$ cat config.mk
export PLATFORM = sky130hd
export DESIGN_NAME = raster_line_timer
export DESIGN_NICKNAME = d
export VERILOG_FILES = /design/src/rtl/raster_line_timer.sv
export SDC_FILE = /design/constraint.sdc
export NUM_CORES = 1
export LEC_CHECK = 0
export ABC_AREA = 1
export ABC_CLOCK_PERIOD_IN_PS = 2500
export BUFFER_PORTS_ARGS = -buffer_cell sky130_fd_sc_hd__buf_2
export CORE_AREA = 2 2 133 135
export CTS_CLUSTER_DIAMETER = 100
export DETAILED_ROUTE_END_ITERATION = 10
export DIE_AREA = 0 0 135 137
export PLACE_DENSITY = 0.65
export SKIP_CTS_REPAIR_TIMING = 1
export SLEW_MARGIN = 10
export SYNTH_ARGS = -nofsm -noshare
export SYNTH_HDL_FRONTEND = slang
export SYNTH_SLANG_ARGS = --single-unit
$ cat constraint.sdc
create_clock -name clk -period 2.5 [get_ports clk]
set_input_delay 0.25 -clock clk [delete_from_list [all_inputs] [get_ports clk]]
set_output_delay 0.25 -clock clk [all_outputs]
set_load 0.05 [all_outputs]
$ cat src/rtl/raster_line_timer.sv
module raster_line_timer #(
  parameter int CLK_NS       = 4,
  parameter int NTSC_LINES   = 525,
  parameter int NTSC_LINE_NS = 31746,
  parameter int PAL_LINES    = 625,
  parameter int PAL_LINE_NS  = 32000,
  parameter int PRESENT_LINE = 65,
  parameter int LW           = 10,
  parameter int TW           = 32
) (
  input  logic        clk,
  input  logic        rst_n,
  input  logic        pal_sel,
  input  logic        wr_en,
  input  logic        wr_sel,
  input  logic [31:0] wr_data,
  output logic        retrace_evt,
  output logic        line_a_evt,
  output logic        line_b_evt,
  output logic        frame_present,
  output logic [31:0] frame_count
);
  localparam logic [TW-1:0] STEP_NS = TW'(CLK_NS);

  logic          pal_q, pend_q;
  logic [TW-1:0] rem_q;
  logic [LW-1:0] line_q, cmp_a_q, cmp_b_q;

  logic [TW-1:0] line_ns, rem_sum;
  logic [LW-1:0] frame_lines, line_inc, line_nx;
  logic          step, wrap, pend_mid, hit_present, hit_write, present;

  assign line_ns     = pal_q ? TW'(PAL_LINE_NS) : TW'(NTSC_LINE_NS);
  assign frame_lines = pal_q ? LW'(PAL_LINES)   : LW'(NTSC_LINES);
  assign rem_sum     = rem_q + STEP_NS;
  assign step        = rem_sum >= line_ns;
  assign line_inc    = line_q + 1'b1;
  assign wrap        = step && (line_inc >= frame_lines);
  assign line_nx     = wrap ? '0 : line_inc;
  assign pend_mid    = pend_q | wrap;
  assign hit_present = step && (line_nx == LW'(PRESENT_LINE)) && pend_mid;
  assign hit_write   = wr_en && wr_sel && pend_q;
  assign present     = hit_present | hit_write;

  always_ff @(posedge clk or negedge rst_n) begin
    if (!rst_n) begin
      pal_q         <= 1'b0;
      pend_q        <= 1'b0;
      rem_q         <= '0;
      line_q        <= '0;
      cmp_a_q       <= '0;
      cmp_b_q       <= '0;
      retrace_evt   <= 1'b0;
      line_a_evt    <= 1'b0;
      line_b_evt    <= 1'b0;
      frame_present <= 1'b0;
      frame_count   <= '0;
    end else begin
      pal_q         <= pal_sel;
      rem_q         <= step ? rem_sum - line_ns : rem_sum;
      if (step) line_q <= line_nx;
      pend_q        <= present ? 1'b0 : pend_mid;
      retrace_evt   <= wrap;
      line_a_evt    <= step && (line_nx == cmp_a_q);
      line_b_evt    <= step && (line_nx == cmp_b_q);
      frame_present <= present;
      if (present) frame_count <= frame_count + 32'd1;
      if (wr_en && !wr_sel) begin
        cmp_a_q <= wr_data[16 +: LW];
        cmp_b_q <= wr_data[0 +: LW];
      end
    end
  end
endmodule

==> results list <==
* Final design utilization: 56.3%
* # placed instances: roughly 1400
- The total overflow left after global routing is 0.
* CP max FO: 13
- Wire length of the first global-routing pass: 31.2 mm
- Reg2reg setup slack: -390 ps
- GP Congestion: 0.910
- The number of antenna diodes in the final layout is 0.
- The initial antenna violation count was 0.
- The first TritonRoute pass finished after 5 iterations.
- Setup CP Type: register to register
* Total track usage: between 20% and 30%
- I/O pin count: 73
* Violations in the final reports: setup timing
- The synthesized design contains 99 register bits.
- Highest Clock Rate: 346 MHz
- In this run the tool buffered the top-level ports with 60 buffer cells.
* Worst-Margin Slew: 817 ps
- Launching element type of the critical path: register
- Initial Utilization: between 40% and 50%
- Worst flop-to-flop path endpoint: line_b_evt
- Inserted Clock Buffers: 9
* Number of fill cells in the layout: about 1600
- In the routed design, unresolved DRC markers number 0.
- VDD IR max: 0.300 mV
- Entering global routing, the biggest net connects 47 pins.
- The worst hold path was traced through 2 stages.
* Via count: 6862
- The final critical path takes up 115% of the cycle.
* Routed wire length per instance: 14.1 µm
* Worst Setup EP: line_b_evt
- The die is between 100 and 150 µm wide.
- Headroom to the max-slew limit came out at 45.4%.
* Yosys warns: 0
* Sum of negative setup slack: -21970 ps
- After the first detailed-routing iteration, the DRC count stood at ~330.
* Leakage component of the power: 4.77 nW
* HPWL reported at the end of detailed placement: around 14 mm
- For the worst setup path, the data arrival time is between 3000 and 4000 ps.
- The count of pins over their slew limit is 0.
- The floorplan has 48 rows.
- Cell count after synthesis: 949
* Wire length reported by the detailed router: roughly 20 mm
* Result of the run: complete, but fails checks
- Crit path setup slack, layout: -386 ps
* Area Growth Syn to Fin: 40.6%
* Dpl ws: -452 ps
* Final worst clock skew: about 15 ps
* Minimum clock period: 2890 ps
- The library cell used most frequently in the layout, excluding fill and tap cells, is nand2_1.
* Vertical die dimension: approximately 140 µm
- Netlist area before placement: 6830 µm²
- Summing all multi-input logic gate instances after layout gives 4360 µm².
- The finished layout holds 1408 standard cells, fillers aside.
- Kind of end point of the critical path: register
- The clock reaches the later pin of the worst-skew pair after between 300 and 400 ps.
- At the worst endpoint, the required time is 2780 ps.
- The die covers between 15000 and 20000 µm².
* Worst Reg-to-Reg Cells: 19
- Seq/Total Area, Yosys: a little over a third
- Number of clock sinks: 99
- RR Startpoint: rem_q[4]
- Register Area: ~2500 µm²
* Setup-violating endpoint count in the final report: 77
* Unrepaired setup endpoints after global routing: yes
- Total Nets Final: approximately 1200
- P per Cell Area: 332 nW/µm²
- The synthesized netlist contains 36 unique library cells.
- Average via count per standard cell: just under 5
* Synth Area per Inst: around 7 µm²
* Number of global-route vias before repair: 6641
- The clock tree synthesis step divided the H-tree into 3 levels.
- In the final layout, the share of cells above drive strength 1 is 33.6%.
- The min-delay analysis places its worst path in the category input port to register.
- Once detail routing completed, the nets flagged for antenna violations numbered 0.
- TritonCTS built the clock tree.
- The clock passes through at most 2 buffers.
- Tracing the worst setup path back leads to its startpoint at rem_q[4].
* Floorplan core area: 17100 µm²
- Reg clk slew, reported paths: 80 ps
- The tool flagged a number of max-cap violations equal to 0.
- The root buffer cell chosen for the clock tree is clkbuf_16.
* Highest-count cells in the layout ignoring fill and taps: nand2_1, buf_4, dfrtp_1
- The number of hold violations in the final report is 0.
* Number of nets produced by synthesis: 998
per-layer routing:
metal	GRT usage, %	routed length (µm)	vias to the layer above
li1	-	-	3502
met3	2.33	651	28
met1	27.7	8910	3201
met5	0	0	-
met4	6.37	403	0
met2	35.9	9850	131
cells in the mapped netlist, drive strengths merged:
library cell	number	area (µm²)
nand2	318	1270
nand3	69	365
mux2	13	146
buf	11	101
o311ai	1	8.76
inv	102	383
and3	1	6.26
nand3b	15	113
nor4b	1	8.76
nand4	21	131
o21ai	35	198
o211ai	1	7.51
clkbuf	6	22.5
ha	12	150
a21oi	13	68.8
or2	1	6.26
nor3b	3	22.5
nor4	8	50.1
nor2	119	529
xor2	53	464
nor3	27	135
o31ai	3	22.5
dfrtp	99	2480
xnor2	17	149
cell families after synthesis:
kind of cell	after synthesis	synth area share, %
AND/OR/NAND/NOR	583	38.5
buffers and inverters	119	7.42
flip-flops	99	36.3
XOR/XNOR	70	8.97
AO/OA/AOI/OAI	53	4.47
multiplexers	13	2.14
adder cells (fa/ha/maj)	12	2.20
flip-flops by register name, summed over array words and instances, names as in the netlist:
signal	count
cmp_a_q	10
cmp_b_q	10
frame_count	32
frame_present	1
line_a_evt	1
line_b_evt	1
line_q	10
pal_q	1
pend_q	1
rem_q	31
retrace_evt	1
per-stage QoR:
stage | total power, mW | hold WS [ps] | area, µm²
2_1_floorplan | 1.81 | -45.6 | 6920
6_report | 3.19 | 130 | 9610
5_1_grt | 3.31 | 128 | 9610
3_5_place_dp | 1.90 | 305 | 8530
4_1_cts | 3.22 | -75.3 | 8800
3_3_place_gp | 1.90 | 312 | 8530
worst min path at each step:
stage                      from          to  slack [ps]
finish              wr_data[19]  cmp_a_q[3]         130
global placement          rst_n    rem_q[5]         310
CTS                       rst_n    rem_q[5]         -80
detailed placement        rst_n    rem_q[5]         300
global route         wr_data[4]  cmp_b_q[4]         130
floorplan                 rst_n  cmp_a_q[0]         -50
power breakdown:
group	internal, mW	switching, mW	leakage, nW	total (mW)
logic	0.0936	0.105	3.33	0.198
clock network	0.676	0.634	0.125	1.31
registers	1.65	0.0318	1.31	1.68
layout make-up:
type | instances | area share, %
Inverter | 102 | 4.18
Tap cell | 225 | 2.93
Clock buffer | 10 | 2.38
Clock inverter | 6 | 0.430
Timing Repair Buffer | 234 | 18.9
Multi-Input combinational cell | 732 | 45.4
Sequential cell | 99 | 25.8
worst max-delay path: stages, from the launching register on:
cell	delay (ps)
dfrtp_1	500
nand2_2	130
nor2_4	210
buf_4	150
buf_4	120
nand3_1	120
nand2_1	150
nand2_1	100
nor2_2	170
nand3_2	130
nor2_4	120
nand2_4	100
nand2_8	130
buf_12	170
nand2_1	90
nand2_1	70
nand2_1	50
nor2_1	110
nand3_1	110
nor2_1	90
No activity file was read; power rests on OpenSTA's default activity.
